--- config.mk ---
export PLATFORM = sky130hd
export DESIGN_NAME = kernel_coef_store
export DESIGN_NICKNAME = d
export VERILOG_FILES = /design/src/rtl/kcs_pkg.sv /design/src/rtl/kcs_host_decode.sv /design/src/rtl/kcs_coef_bank.sv /design/src/rtl/kcs_coef_select.sv /design/src/rtl/kernel_coef_store.sv
export SDC_FILE = /design/constraint.sdc
export NUM_CORES = 1
export LEC_CHECK = 0
export BUFFER_PORTS_ARGS = -buffer_cell sky130_fd_sc_hd__buf_2
export CAP_MARGIN = 20
export CORE_ASPECT_RATIO = 1.25
export CORE_MARGIN = 2
export CORE_UTILIZATION = 63
export DETAILED_ROUTE_END_ITERATION = 10
export GPL_TIMING_DRIVEN = 0
export PLACE_DENSITY = 0.84
export REMOVE_ABC_BUFFERS = 1
export SYNTH_ARGS = -nofsm -noshare
export SYNTH_HDL_FRONTEND = slang
export SYNTH_SLANG_ARGS = --single-unit
--- constraint.sdc ---
create_clock -name clk -period 6.09 [get_ports clk]
set_input_delay 0.9135 -clock clk [delete_from_list [all_inputs] [get_ports clk]]
set_output_delay 0.9135 -clock clk [all_outputs]
set_load 0.01 [all_outputs]
--- src/rtl/kcs_pkg.sv ---
package kcs_pkg;
  localparam int ADDR_W = 3;

  localparam logic [ADDR_W-1:0] ADR_LOAD0 = 3'b010;
  localparam logic [ADDR_W-1:0] ADR_LOAD1 = 3'b011;
  localparam logic [ADDR_W-1:0] ADR_USE0  = 3'b101;
  localparam logic [ADDR_W-1:0] ADR_USE1  = 3'b110;

  typedef enum logic [1:0] {
    LAST_NONE  = 2'd0,
    LAST_LOAD0 = 2'd1,
    LAST_LOAD1 = 2'd2,
    LAST_SEL   = 2'd3
  } last_cmd_t;
endpackage

--- src/rtl/kcs_host_decode.sv ---
module kcs_host_decode
  import kcs_pkg::*;
#(
  parameter int CW = 8
) (
  input  logic              clk,
  input  logic              rst,
  input  logic              cs_i,
  input  logic              ld_i,
  input  logic [ADDR_W-1:0] addr_i,
  input  logic [CW-1:0]     data_i,
  output logic [1:0]        wr_o,
  output logic [1:0]        restart_o,
  output logic              sel_we_o,
  output logic              sel_bank_o,
  output logic [CW-1:0]     data_o
);

  logic      ld_q;
  logic      stb;
  last_cmd_t last_q;

  assign stb    = cs_i & ld_i & ~ld_q;
  assign data_o = data_i;

  always_comb begin
    wr_o       = '0;
    restart_o  = '0;
    sel_we_o   = 1'b0;
    sel_bank_o = 1'b0;
    if (stb) begin
      unique case (addr_i)
        ADR_LOAD0: begin
          wr_o[0]      = 1'b1;
          restart_o[0] = (last_q != LAST_LOAD0);
        end
        ADR_LOAD1: begin
          wr_o[1]      = 1'b1;
          restart_o[1] = (last_q != LAST_LOAD1);
        end
        ADR_USE0: begin
          sel_we_o   = 1'b1;
          sel_bank_o = 1'b0;
        end
        ADR_USE1: begin
          sel_we_o   = 1'b1;
          sel_bank_o = 1'b1;
        end
        default: ;
      endcase
    end
  end

  always_ff @(posedge clk) begin
    if (rst) begin
      ld_q   <= 1'b0;
      last_q <= LAST_NONE;
    end else begin
      ld_q <= ld_i;
      if (stb) begin
        unique case (addr_i)
          ADR_LOAD0: last_q <= LAST_LOAD0;
          ADR_LOAD1: last_q <= LAST_LOAD1;
          ADR_USE0:  last_q <= LAST_SEL;
          ADR_USE1:  last_q <= LAST_SEL;
          default: ;
        endcase
      end
    end
  end


  single_strobe_chk: assert property (@(posedge clk) disable iff (rst)
    (|{wr_o, sel_we_o}) |=> !(|{wr_o, sel_we_o}));


  ignored_addr_chk: assert property (@(posedge clk) disable iff (rst)
    (stb && addr_i != ADR_LOAD0 && addr_i != ADR_LOAD1 &&
     addr_i != ADR_USE0 && addr_i != ADR_USE1) |=> $stable(last_q));

endmodule

--- src/rtl/kcs_coef_bank.sv ---
module kcs_coef_bank #(
  parameter int CW    = 8,
  parameter int NCOEF = 9
) (
  input  logic                clk,
  input  logic                rst,
  input  logic                we_i,
  input  logic                restart_i,
  input  logic [CW-1:0]       data_i,
  output logic [NCOEF*CW-1:0] coefs_o
);

  localparam int IW = (NCOEF > 1) ? $clog2(NCOEF) : 1;
  localparam logic [IW-1:0] LAST_SLOT = IW'(NCOEF - 1);

  logic [CW-1:0] mem [NCOEF];
  logic [IW-1:0] idx;
  logic [IW-1:0] slot;

  assign slot = restart_i ? '0 : idx;

  always_ff @(posedge clk) begin
    if (rst) begin
      idx <= '0;
      for (int k = 0; k < NCOEF; k++) mem[k] <= '0;
    end else if (we_i) begin
      mem[slot] <= data_i;
      idx       <= (slot == LAST_SLOT) ? '0 : slot + 1'b1;
    end
  end

  for (genvar k = 0; k < NCOEF; k++) begin : g_out
    assign coefs_o[k*CW +: CW] = mem[k];
  end


  idx_bound_chk: assert property (@(posedge clk) disable iff (rst)
    idx <= LAST_SLOT);


  restart_chk: assert property (@(posedge clk) disable iff (rst)
    (we_i && restart_i) |=> (mem[0] == $past(data_i)));


  idle_hold_chk: assert property (@(posedge clk) disable iff (rst)
    !we_i |=> $stable(coefs_o));

endmodule

--- src/rtl/kcs_coef_select.sv ---
module kcs_coef_select #(
  parameter int CW    = 8,
  parameter int NCOEF = 9
) (
  input  logic                clk,
  input  logic                rst,
  input  logic                sel_we_i,
  input  logic                sel_bank_i,
  input  logic [NCOEF*CW-1:0] bank0_i,
  input  logic [NCOEF*CW-1:0] bank1_i,
  output logic [NCOEF*CW-1:0] coefs_o,
  output logic                bank_o
);

  logic act_q;
  logic bank_q;

  always_ff @(posedge clk) begin
    if (rst) begin
      act_q  <= 1'b0;
      bank_q <= 1'b0;
    end else begin
      if (sel_we_i) act_q <= sel_bank_i;
      bank_q <= act_q;
    end
  end

  for (genvar k = 0; k < NCOEF; k++) begin : g_lane
    logic [CW-1:0] lane_q;
    always_ff @(posedge clk) begin
      if (rst) lane_q <= '0;
      else     lane_q <= act_q ? bank1_i[k*CW +: CW] : bank0_i[k*CW +: CW];
    end
    assign coefs_o[k*CW +: CW] = lane_q;
  end

  assign bank_o = bank_q;


  sel_apply_chk: assert property (@(posedge clk) disable iff (rst)
    sel_we_i |=> (act_q == $past(sel_bank_i)));


  sel_hold_chk: assert property (@(posedge clk) disable iff (rst)
    !sel_we_i |=> $stable(act_q));


  out_src_chk: assert property (@(posedge clk) disable iff (rst)
    !rst |=> (bank_o == $past(act_q)));

endmodule

--- src/rtl/kernel_coef_store.sv ---
module kernel_coef_store
  import kcs_pkg::*;
#(
  parameter int CW    = 8,
  parameter int NCOEF = 9
) (
  input  logic                clk,
  input  logic                rst,
  input  logic                cs_i,
  input  logic                ld_i,
  input  logic [2:0]          addr_i,
  input  logic [CW-1:0]       data_i,
  output logic [NCOEF*CW-1:0] coefs_o,
  output logic                bank_o
);

  localparam int NBANK = 2;

  logic [NBANK-1:0]    wr;
  logic [NBANK-1:0]    restart;
  logic                sel_we;
  logic                sel_bank;
  logic [CW-1:0]       wdata;
  logic [NCOEF*CW-1:0] bank_flat [NBANK];

  kcs_host_decode #(.CW(CW)) u_dec (
    .clk        (clk),
    .rst        (rst),
    .cs_i       (cs_i),
    .ld_i       (ld_i),
    .addr_i     (addr_i),
    .data_i     (data_i),
    .wr_o       (wr),
    .restart_o  (restart),
    .sel_we_o   (sel_we),
    .sel_bank_o (sel_bank),
    .data_o     (wdata)
  );

  for (genvar b = 0; b < NBANK; b++) begin : g_bank
    kcs_coef_bank #(.CW(CW), .NCOEF(NCOEF)) u_bank (
      .clk       (clk),
      .rst       (rst),
      .we_i      (wr[b]),
      .restart_i (restart[b]),
      .data_i    (wdata),
      .coefs_o   (bank_flat[b])
    );
  end

  kcs_coef_select #(.CW(CW), .NCOEF(NCOEF)) u_sel (
    .clk        (clk),
    .rst        (rst),
    .sel_we_i   (sel_we),
    .sel_bank_i (sel_bank),
    .bank0_i    (bank_flat[0]),
    .bank1_i    (bank_flat[1]),
    .coefs_o    (coefs_o),
    .bank_o     (bank_o)
  );

endmodule

* Word level (Yosys, flattened, before mapping)
Memories as Yosys holds them, arrays and structs flattened.
Cells that the tools add are included.
** Cells by class
- Reduce and logical (&&, ||, !) cells :: 5
- Multiplexer cells :: 38
- Equal/unequal tests :: 8
- Bitwise operators :: 3
- Add/sub/neg operators :: 2
** Operators by type and width (count)
- 8-bit 2-to-1 mux :: 11
- 4-bit 2-to-1 mux :: 6
- 1-bit 2-to-1 mux :: 18
- 8-bit OR reduction :: 2
- 4-bit by 1-bit adder with 4-bit output, second input constant :: 2
- 4-bit == test, second input constant :: 2
- 3-bit by 2-bit == test with 1-bit output, second input constant :: 2
- 3-bit == test, second input constant :: 2
- 2-bit one-hot mux with 3 select lines :: 1
- 2-bit 2-to-1 mux :: 2
- 3-bit nonzero test :: 1
- 1-bit bitwise AND :: 2
- 2-bit by 1-bit != test with 1-bit output, second input constant :: 1
- 2-bit != test, second input constant :: 1
- 2-bit AND reduction :: 1
- 2-bit OR reduction :: 1
- 1-bit NOT :: 1
** Word-level totals
- Input bits :: 15
- Logic and storage cells :: 73
- Memories kept :: 2
- Output and inout bits :: 73
- Flip-flop bits (word level) :: 85
- RAM bits :: 144
** Memories
- g_bank[0].u_bank.mem :: depth 9, bits a word 8, rd ports 9, clocked after memory_dff 0, write ports 9, RTL line kcs_coef_bank.sv:16 : logic [CW-1:0] mem [NCOEF];
- g_bank[1].u_bank.mem :: depth 9, bits a word 8, rd ports 9, clocked after memory_dff 0, write ports 9, RTL line kcs_coef_bank.sv:16

* Depth between registers and ports, before layout
Gate-level depths: netlist (run 1).
- Word-level depth :: 8
- Mapped depth :: 9
- Gate-level depth less buffers :: 8

* Cells and area by module
Synthesis (run 1) repeated with hierarchy kept, for this count alone.
** Second synthesis, totals
- Cell total of the unflattened synthesis :: 670
- Area total of the unflattened synthesis :: 9131.3 µm²
** By module, submodules not included
- kcs_coef_bank at g_bank[1].u_bank :: instances 1, sequential area each 2242.2 µm², area an instance 3113.0 µm², cells an instance 199
- kcs_coef_bank at g_bank[0].u_bank :: instances 1, sequential area each 2242.2 µm², area an instance 3090.5 µm², cells an instance 199
- kcs_coef_select :: instances 1, sequential area each 1481.4 µm², area an instance 2630.0 µm², cells an instance 237
- kcs_host_decode :: instances 1, sequential area each 60.1 µm², area an instance 297.8 µm², cells an instance 35

* Least setup slack after synthesis (run 1)
Ideal clock, no wire load.
- Kind :: input port to flip-flop
- Start point :: input addr_i[1]
- End point :: memory g_bank[0].u_bank.mem[8][0] (enable)
- Setup time :: 375 ps
- Arrival :: 2575 ps
- Data required time :: 5715 ps
- Buffers on the path :: 1
- Setup slack :: 3141 ps
- Stages on the path :: 8
- Cell sequence :: clkbuf_2 and2b_1 nand2_2 o21ai_0 ha_1 and3b_1 nand2_2 o21bai_1
** RTL lines
- start: declaration :: RTL line kernel_coef_store.sv:11 : input logic [2:0] addr_i,
- end: declaration :: RTL line kcs_coef_bank.sv:16

==> results of run 1 <==
==> layout by cell type, fill, tap and decap left out, types with 16 or more instances in the layout <==
cell,Yosys,layout
edfxtp_1,144,144
nand2_1,23,23
mux2i_1,73,73
nor2_1,212,212
buf_2,8,86
clkbuf_16,0,21
dfxtp_1,85,84
nor2b_1,16,16
and2_1,20,20
nand2b_1,18,18
==> per-layer routing <==
metal / up-vias / global-route usage, %
met3: 45 / 4.52
met1: 2748 / 33.9
met5: - / 0
li1: 2592 / -
met2: 277 / 44.9
met4: 0 / 11.7
==> Yosys cell counts, types with 2 or more instances <==
| cell | number | share of area (%) |
|---|---|---|
| edfxtp_1 | 144 | 50 |
| buf_2 | 8 | 0.46 |
| and3b_1 | 2 | 0.20 |
| nand2_2 | 2 | 0.14 |
| nand2b_1 | 18 | 1.3 |
| nor2_1 | 212 | 9.1 |
| clkbuf_1 | 22 | 0.95 |
| nor3_1 | 3 | 0.17 |
| nor2b_1 | 16 | 1.1 |
| mux2i_1 | 73 | 8.4 |
| o21bai_1 | 8 | 0.69 |
| nand3b_1 | 2 | 0.17 |
| nand2_1 | 23 | 0.99 |
| nand4b_2 | 4 | 0.69 |
| and3_1 | 3 | 0.22 |
| a31o_2 | 7 | 0.70 |
| a21oi_1 | 8 | 0.46 |
| ha_1 | 3 | 0.43 |
| or4_1 | 2 | 0.17 |
| o211ai_1 | 3 | 0.26 |
| dfxtp_1 | 85 | 19 |
| nand3_1 | 9 | 0.52 |
| o21ai_0 | 11 | 0.63 |
| and2_1 | 20 | 1.4 |
| inv_1 | 2 | 0.086 |
==> sequential cells by signal (all words and copies together), names as in the netlist <==
register	cells
g_bank.u_bank.mem	144
u_sel.g_lane.lane_q	72
g_bank.u_bank.idx	8
u_dec.last_q	2
u_dec.ld_q	1
u_sel.act_q	1
u_sel.bank_o	1
==> per-stage QoR <==
step	area, sq um	util, %	total power [mW]	instances	hold slack (ps)
floorplan	8580	-	1.81	673	453
global route	9920	72.5	3.14	974	501
detailed placement	9300	67.9	1.88	937	473
global placement	9240	67.5	1.87	935	466
finish	9920	72.5	3.07	974	484
CTS	9920	72.5	3.07	974	485
==> worst max path at each step <==
stage	endpoint	cells after the start	start	slack (ps)
after floorplan	u_sel.g_lane[0].lane_q[0]	2	u_sel.act_q	3040
after global placement	u_sel.g_lane[4].lane_q[0]	2	u_sel.act_q	2120
after detailed placement	g_bank[1].u_bank.mem[8][3]	8	addr_i[2]	2590
after CTS	g_bank[1].u_bank.mem[8][4]	8	addr_i[2]	3100
after global routing	g_bank[0].u_bank.mem[7][5]	6	u_dec.last_q[0]	2870
final	g_bank[1].u_bank.mem[8][2]	8	addr_i[2]	3080
==> cells by family (layout without fill, tap and decap cells) <==
kind of cell	after synthesis	after routing	synth area share [%]
multiplexers	73	73	8.37
AO/OA/AOI/OAI	42	42	3.20
adder cells (fa/ha/maj)	3	3	0.430
flip-flops	229	229	69.0
AND/OR/NAND/NOR	324	324	17.2
buffers and inverters	35	128	1.76
==> final cells by class <==
| class | instances | area, sq um | area share [%] |
|---|---|---|---|
| well taps | 175 | 219 | 2.21 |
| clock buffers | 32 | 597 | 6.02 |
| inverters | 2 | 7.51 | 0.0757 |
| clock inverters | 5 | 26.3 | 0.265 |
| multi-input cells | 442 | 2550 | 25.7 |
| flip-flops and latches | 229 | 6030 | 60.8 |
| repair buffers | 89 | 493 | 4.97 |
==> worst register-to-register path, cell delays in order, from the launching register on <==
cell	delay [ps]
dfxtp_1	410
nor2b_1	760
o21ai_0	280
inv_1	110
ha_1	260
nand4_1	340
nand2b_1	480
==> where the power goes <==
group | internal, mW | switching (mW)
combinational | 0.0445 | 0.0900
sequential | 1.70 | 0.0186
clock | 0.676 | 0.544
total | 2.42 | 0.653
==> flow_metrics.tcl, run 1 <==
set metrics [dict create \
    path_cells "buf_2 > and4bb_4 > nand3_4 > o21ai_0 > ha_1 > and3b_1 > nand2_1 > o21bai_1" \
    avgRoutedWirePerCell_microns 19.6 \
    fmax_mhz 333 \
    fill_cells 898 \
    worst_slack_ps 3080 \
    ctsRootBufferMaster "clkbuf_16" \
    die_area_sq_um 14800 \
    synth_cell_types 41 \
    crit_fanout 9 \
    m1WireLength_microns 7210 \
    clk_pin_slew_ps 60 \
    tightest_slew_ps 915 \
    post-place-ws_ps 2590 \
    clock-sinks 229 \
    grt_overflow 0 \
    fp-row-count 48 \
    initial_utilization_pct 63.8 \
    cellLeakagePower_nw 3.65 \
    grt_setup_unrepaired "no" \
    syn-cell-area_sq_um 8730 \
    endpoint_kind "register" \
    ys.warnings.count 0 \
    slowest_stage "o21bai_1" \
    seq_area_frac_synth_pct 69.0 \
    die_h_microns 136 \
    avgViaCountPerCell 5.81 \
    pin_count 88 \
    min_period_ps 3010 \
    vias 5662 \
    setup_viol 0 \
    holdBufCountCts 0 \
    finalHoldViolations 0 \
    p_per_area_nw_per_um2 309 \
    totalWireLength_microns 19000 \
    ant_nets 0 \
    antenna_found_initial 0 \
    cts_resized 0 \
    slowest_delay_ps 680 \
    cp.arrival_ps 3140 \
    drv_cap 0 \
    worst-setup-path-type "in -> reg" \
    synth-edff-count 144 \
    reg2reg_from "u_dec.last_q[0]" \
    syn2layout_area_growth_pct 13.7 \
    gp_congestion 0.853 \
    cts_tree "yes" \
    drc_errors 0 \
    rr_endpoint "g_bank[0].u_bank.mem[7][5]" \
    ys_async_sr_fraction_pct 0 \
    cts.path.max_buffers 3 \
    synth-seq-cells 229 \
    first_pass_iters 6 \
    post-route-period-util_pct 49.4 \
    whs_endpoint "u_sel.g_lane[5].lane_q[5]" \
    drv_slew 0 \
    highest_layer "met4" \
    finalSetupTns_ps 0 \
    cts_setup_buffers 0 \
    die_x_microns 109 \
    required_ps 6220 \
    antenna_cells 0 \
    wl_met2_microns 9870 \
    rr_worst_depth 6 \
    clkLatencyLatePin_ps 510 \
    startpoint_type "input pin" \
    initialDrtViolationCount 515 \
    ys_dominant_reg_cell "edfxtp_1" \
    relSlewSlack_pct 38.9 \
    nNetsFinal 803 \
    outcome "finished, final reports clean" \
    wl_met3_microns 1410 \
    grt_max_degree 75 \
    io_buffers 87 \
    grt_pass1_vias 5628 \
    dp_hpwl_microns 11900 \
    cts_buffers 21 \
    holdPathStages 2 \
    grt_pass1_wl_microns 29600 \
    crit_family "simple AND/OR/NAND/NOR gates" \
    htree_levels 1 \
    drive_gt1_share_pct 16.8 \
    syn_area_per_cell_sq_um 12.4 \
    netlist_instances 706 \
    ir_drop_uv 294 \
    finalClockSkew_ps 17.8 \
    track_usage_pct 26.6 \
    hold_path_class "reg -> reg" \
    cp_num_buf_inv 1 \
    ff2ff_setup_slack_ps 3100 \
    core_area_sq_um 13700 \
    hold_start "g_bank[1].u_bank.mem[5][5]" \
]
No activity file was read; power rests on OpenSTA's default activity.
==> run 2: changes to the inputs <==
--- a/config.mk
+++ b/config.mk
@@ -9,10 +9,10 @@
 export CAP_MARGIN = 20
 export CORE_ASPECT_RATIO = 1.25
 export CORE_MARGIN = 2
-export CORE_UTILIZATION = 63
+export CORE_UTILIZATION = 53
 export DETAILED_ROUTE_END_ITERATION = 10
 export GPL_TIMING_DRIVEN = 0
-export PLACE_DENSITY = 0.84
+export PLACE_DENSITY = 0.76
 export REMOVE_ABC_BUFFERS = 1
 export SYNTH_ARGS = -nofsm -noshare
 export SYNTH_HDL_FRONTEND = slang
==> constraint.sdc (replaced) <==
create_clock -name clk -period 2.7 [get_ports clk]
set_input_delay 0.405 -clock clk [delete_from_list [all_inputs] [get_ports clk]]
set_output_delay 0.405 -clock clk [all_outputs]
set_load 0.01 [all_outputs]
==> flow_metrics.tcl, run 2 (synthesis gave the netlist of run 1 again) <==
set metrics [dict create \
    track_usage_pct 20.9 \
    wl_met3_microns 1050 \
    finalClockSkew_ps 13.0 \
    totalWireLength_microns 18500 \
    largest_reg_flops 144 \
    tightest_slew_ps 1020 \
    required_ps 2830 \
    avgRoutedWirePerCell_microns 18.1 \
    pin_count 88 \
    regMostFlops "g_bank.u_bank.mem" \
    fp-row-count 52 \
    rr_endpoint "g_bank[1].u_bank.mem[8][2]" \
    drc_errors 0 \
    min_period_ps 2620 \
    dp_hpwl_microns 12000 \
    die_h_microns 147 \
    setup_viol 0 \
    final_common_cell "nor2_1" \
    hold_start "ld_i" \
    drive_gt1_share_pct 18.3 \
    outcome "finished, final reports clean" \
    cp.arrival_ps 2750 \
    vias 5575 \
    hold_path_class "in -> reg" \
    grt_pass1_wl_microns 28600 \
    post-route-period-util_pct 96.9 \
    io_buffers 87 \
    whs_endpoint "u_dec.ld_q" \
    drv_slew 0 \
    nNetsFinal 804 \
    ir_drop_uv 515 \
    m1WireLength_microns 7190 \
    worst_slack_ps 83.6 \
    stdcell_count 1018 \
    core_area_sq_um 16100 \
    syn2layout_area_growth_pct 15.7 \
    p_per_area_nw_per_um2 709 \
    worst-setup-path-type "reg -> reg" \
    die_x_microns 119 \
    grt_setup_unrepaired "no" \
    grt_overflow 0 \
    grt_max_degree 72 \
    finalHoldViolations 0 \
    antenna_found_initial 0 \
    fin_util_pct 62.6 \
    reg.largest.list "g_bank.u_bank.mem (144), u_sel.g_lane.lane_q (72), g_bank.u_bank.idx (8)" \
    initial_utilization_pct 54.1 \
    avgViaCountPerCell 5.48 \
    grt_pass1_vias 5551 \
    final_area_sq_um 10100 \
    post-place-ws_ps -313 \
    ant_nets 0 \
    total_power_mw 7.17 \
    cts.path.max_buffers 3 \
    rr_worst_depth 7 \
    clk_pin_slew_ps 70 \
    fill_cells 1291 \
    antenna_cells 0 \
    wl_met2_microns 9380 \
    crit_fanout 9 \
    cts_buffers 22 \
    cts_setup_buffers 0 \
    cellLeakagePower_nw 3.71 \
    die_area_sq_um 17500 \
    first_pass_iters 5 \
    clkLatencyLatePin_ps 500 \
    endpoint_kind "register" \
    place_inst 978 \
    cts_tree "yes" \
    mostFrequentLayoutCells "nor2_1, edfxtp_1, buf_2, dfxtp_1, mux2i_1" \
    highest_layer "met4" \
    drv_cap 0 \
    ff2ff_setup_slack_ps 80 \
    reg2reg_from "u_dec.ld_q" \
    dpl_cell_area_sq_um 9350 \
    initialDrtViolationCount 461 \
    relSlewSlack_pct 31.8 \
    fmax_mhz 382 \
    htree_levels 1 \
    clock-sinks 229 \
    gp_congestion 0.848 \
    startpoint_type "register" \
    ctsRootBufferMaster "clkbuf_16" \
    holdPathStages 2 \
]
run 2: cell count changes in the layout (fill, tap and decap cells not counted), sizes merged:
| cell | delta |
|---|---|
| inv | -1 |
| clkbuf | +3 |
| bufinv | +1 |
run 2: through the flow:
step / setup TNS, ps / hold WS (ps)
2_1_floorplan: -25910 / 453
3_3_place_gp: -106090 / 467
3_5_place_dp: -12920 / 467
4_1_cts: 0 / 150
5_1_grt: 0 / 186
6_report: 0 / 156
run 2: repair_timing:
| action | in CTS | in global routing |
|---|---|---|
| resized for setup | 5 | 7 |
| endpoints found under the setup margin | 40 | 43 |
| pin swaps | 0 | 0 |
| hold buffers | 0 | 0 |
run 2: final cells by class:
type	instances	area, sq um	area share, %
timing repair buffer	89	493	4.88
clock buffer	35	661	6.54
tap	216	270	2.67
multi-input combinational	442	2590	25.7
inverter	2	7.51	0.0743
clock inverter	5	47.5	0.471
sequential	229	6030	59.7
run 2: per-layer routing:
metal / vias to the layer above / global-route usage (%)
li1: 2622 / -
met1: 2691 / 25.9
met2: 209 / 36.4
met3: 53 / 2.28
met4: 0 / 10.9
met5: - / 0
run 2: how the worst max path moves through the flow:
stage	slack (ps)	endpoint	from	cells after the start
final	80	g_bank[1].u_bank.mem[8][2]	u_dec.ld_q	7
after CTS	20	g_bank[0].u_bank.mem[1][7]	u_dec.ld_q	4
after floorplan	-350	u_sel.g_lane[0].lane_q[0]	u_sel.act_q	2
after global placement	-1360	u_sel.g_lane[7].lane_q[5]	u_sel.act_q	2
after detailed placement	-310	g_bank[1].u_bank.mem[8][7]	addr_i[2]	8
after global routing	9	g_bank[1].u_bank.mem[8][2]	u_dec.ld_q	7
run 2: power breakdown:
| group | internal (mW) | leakage, nW | switching (mW) |
|---|---|---|---|
| sequential | 3.82 | 2.19 | 0.0392 |
| clock | 1.77 | 0.347 | 1.23 |
| combinational | 0.105 | 1.17 | 0.204 |
| total | 5.70 | 3.71 | 1.47 |
run 2: critical path, stage by stage, from the launching register on:
cell and delay [ps]:
dfxtp_1 300, and4bb_4 380, nand3_4 130, o21ai_0 190, ha_1 250, and3b_1 230, nand2_1 250, o21bai_2 520
==> run 3: changes to the inputs <==
--- a/config.mk
+++ b/config.mk
@@ -7,7 +7,6 @@
 export LEC_CHECK = 0
 export BUFFER_PORTS_ARGS = -buffer_cell sky130_fd_sc_hd__buf_2
 export CAP_MARGIN = 20
-export CORE_ASPECT_RATIO = 1.25
 export CORE_MARGIN = 2
 export CORE_UTILIZATION = 53
 export DETAILED_ROUTE_END_ITERATION = 10
==> flow_metrics.tcl, run 3 (synthesis gave the netlist of run 1 again) <==
set metrics [dict create \
    outcome "finished, final reports clean" \
    mostFrequentLayoutCells "nor2_1, edfxtp_1, buf_2, dfxtp_1, mux2i_1" \
    grt_use_met1_pct 27.8 \
    clock-sinks 229 \
    startpoint_type "register" \
    initial_utilization_pct 54.6 \
    setup_viol 0 \
    total_power_mw 7.45 \
    regMostFlops "g_bank.u_bank.mem" \
    finalSetupTns_ps 0 \
    ant_nets 0 \
    cp.arrival_ps 2670 \
    grt_pass1_wl_microns 29400 \
    final_common_cell "nor2_1" \
    met3_usage_pct 3.58 \
    holdPathStages 2 \
    nNetsFinal 804 \
    cts_tree "yes" \
    gp_congestion 0.865 \
    track_usage_pct 21.3 \
    hold_path_class "in -> reg" \
    worst-setup-path-type "reg -> reg" \
    htree_levels 1 \
    first_pass_iters 5 \
    tightest_slew_ps 991 \
    largest_reg_flops 144 \
    vias 5671 \
    reg.largest.list "g_bank.u_bank.mem (144), u_sel.g_lane.lane_q (72), g_bank.u_bank.idx (8)" \
    die_h_microns 132 \
    grt_pass1_vias 5547 \
    initialDrtViolationCount 539 \
    avgViaCountPerCell 5.57 \
    p_per_area_nw_per_um2 732 \
    cts.path.max_buffers 3 \
    grt_overflow 0 \
    ir_drop_uv 435 \
    antenna_cells 0 \
    clkLatencyLatePin_ps 500 \
    antenna_found_initial 0 \
    endpoint_kind "register" \
    ctsRootBufferMaster "clkbuf_16" \
    finalClockSkew_ps 10.7 \
    stdcell_count 1018 \
    grt_busiest_layer "met2" \
    required_ps 2850 \
    core_area_sq_um 16000 \
    cts_setup_buffers 0 \
    fp-row-count 46 \
    dpl_cell_area_sq_um 9340 \
    place_inst 978 \
    final_area_sq_um 10200 \
    cellLeakagePower_nw 3.75 \
    dp_hpwl_microns 12000 \
    io_buffers 87 \
    drv_slew 0 \
    avgRoutedWirePerCell_microns 18.6 \
    cts_buffers 22 \
    finalHoldViolations 0 \
    post-place-ws_ps -300 \
    pin_count 88 \
    min_period_ps 2520 \
    relSlewSlack_pct 33.7 \
    holdBufCountCts 0 \
    rr_worst_depth 6 \
    post-route-period-util_pct 93.4 \
    drive_gt1_share_pct 18.8 \
    clk_pin_slew_ps 60 \
    drc_errors 0 \
    syn2layout_area_growth_pct 16.6 \
    crit_fanout 15 \
    grt_max_degree 66 \
    grt_use_met2_pct 35.9 \
    worst_slack_ps 178 \
    die_x_microns 132 \
    totalWireLength_microns 18900 \
    drv_cap 0 \
    die_area_sq_um 17500 \
    grt_setup_unrepaired "no" \
    fmax_mhz 397 \
]
## run 3: cell count changes in the layout (fill, tap and decap cells not counted)
cell	change
buf_12	+1
o21bai_4	+1
nand2b_2	-1
clkinv_1	+2
clkbuf_1	-6
o21bai_1	-1
clkinv_4	+1
buf_16	-1
bufinv_16	+3
clkinv_2	+1
clkbuf_8	-1
nand2b_1	+1
## run 3: timing repair
action,CTS,global route
setup endpoints to repair,40,64
gates resized for setup,5,8
endpoints found under the hold margin,0,0
## run 3: critical path: stages (launching register included)
cell and delay, ps:
dfxtp_1 460, nor2b_4 380, o21ai_0 180, inv_1 90, ha_1 240, nand4_1 340, nand2b_1 480
## run 3: final cells by class
| type | count | area (sq um) |
|---|---|---|
| tap | 216 | 270 |
| sequential | 229 | 6030 |
| clock buffer | 28 | 624 |
| timing repair buffer | 89 | 485 |
| inverter | 2 | 7.51 |
| clock inverter | 12 | 159 |
| fill | 1221 | 5820 |
| multi-input combinational | 442 | 2600 |
## run 3: path summary, 6_finish.rpt
kind | start | endpoint | slack, ps
setup / recovery | u_dec.last_q[0] | g_bank[0].u_bank.mem[7][6] | 180
hold / removal | ld_i | u_dec.ld_q | 170
setup reg to reg | u_dec.last_q[0] | g_bank[0].u_bank.mem[7][6] | 180
hold reg to reg | g_bank[0].u_bank.mem[5][0] | u_sel.g_lane[5].lane_q[0] | 480
## run 3: through the flow
step,util [%],hold WS (ps)
after floorplan,-,453
after detailed placement,58.4,467
after global routing,63.6,186
after CTS,63.4,160
after global placement,58.1,468
final,63.6,167
## run 3: power breakdown
| part | total (mW) | switching [mW] | internal [mW] |
|---|---|---|---|
| combinational | 0.311 | 0.206 | 0.104 |
| sequential | 3.86 | 0.0385 | 3.82 |
| clock | 3.28 | 1.27 | 2.02 |
| total | 7.45 | 1.51 | 5.94 |
## run 3: per-layer routing
| layer | share of wire [%] | vias up |
|---|---|---|
| met5 | 0 | - |
| met4 | 3.5 | 0 |
| met3 | 8.3 | 46 |
| met2 | 49 | 262 |
| met1 | 39 | 2761 |
| li1 | - | 2602 |
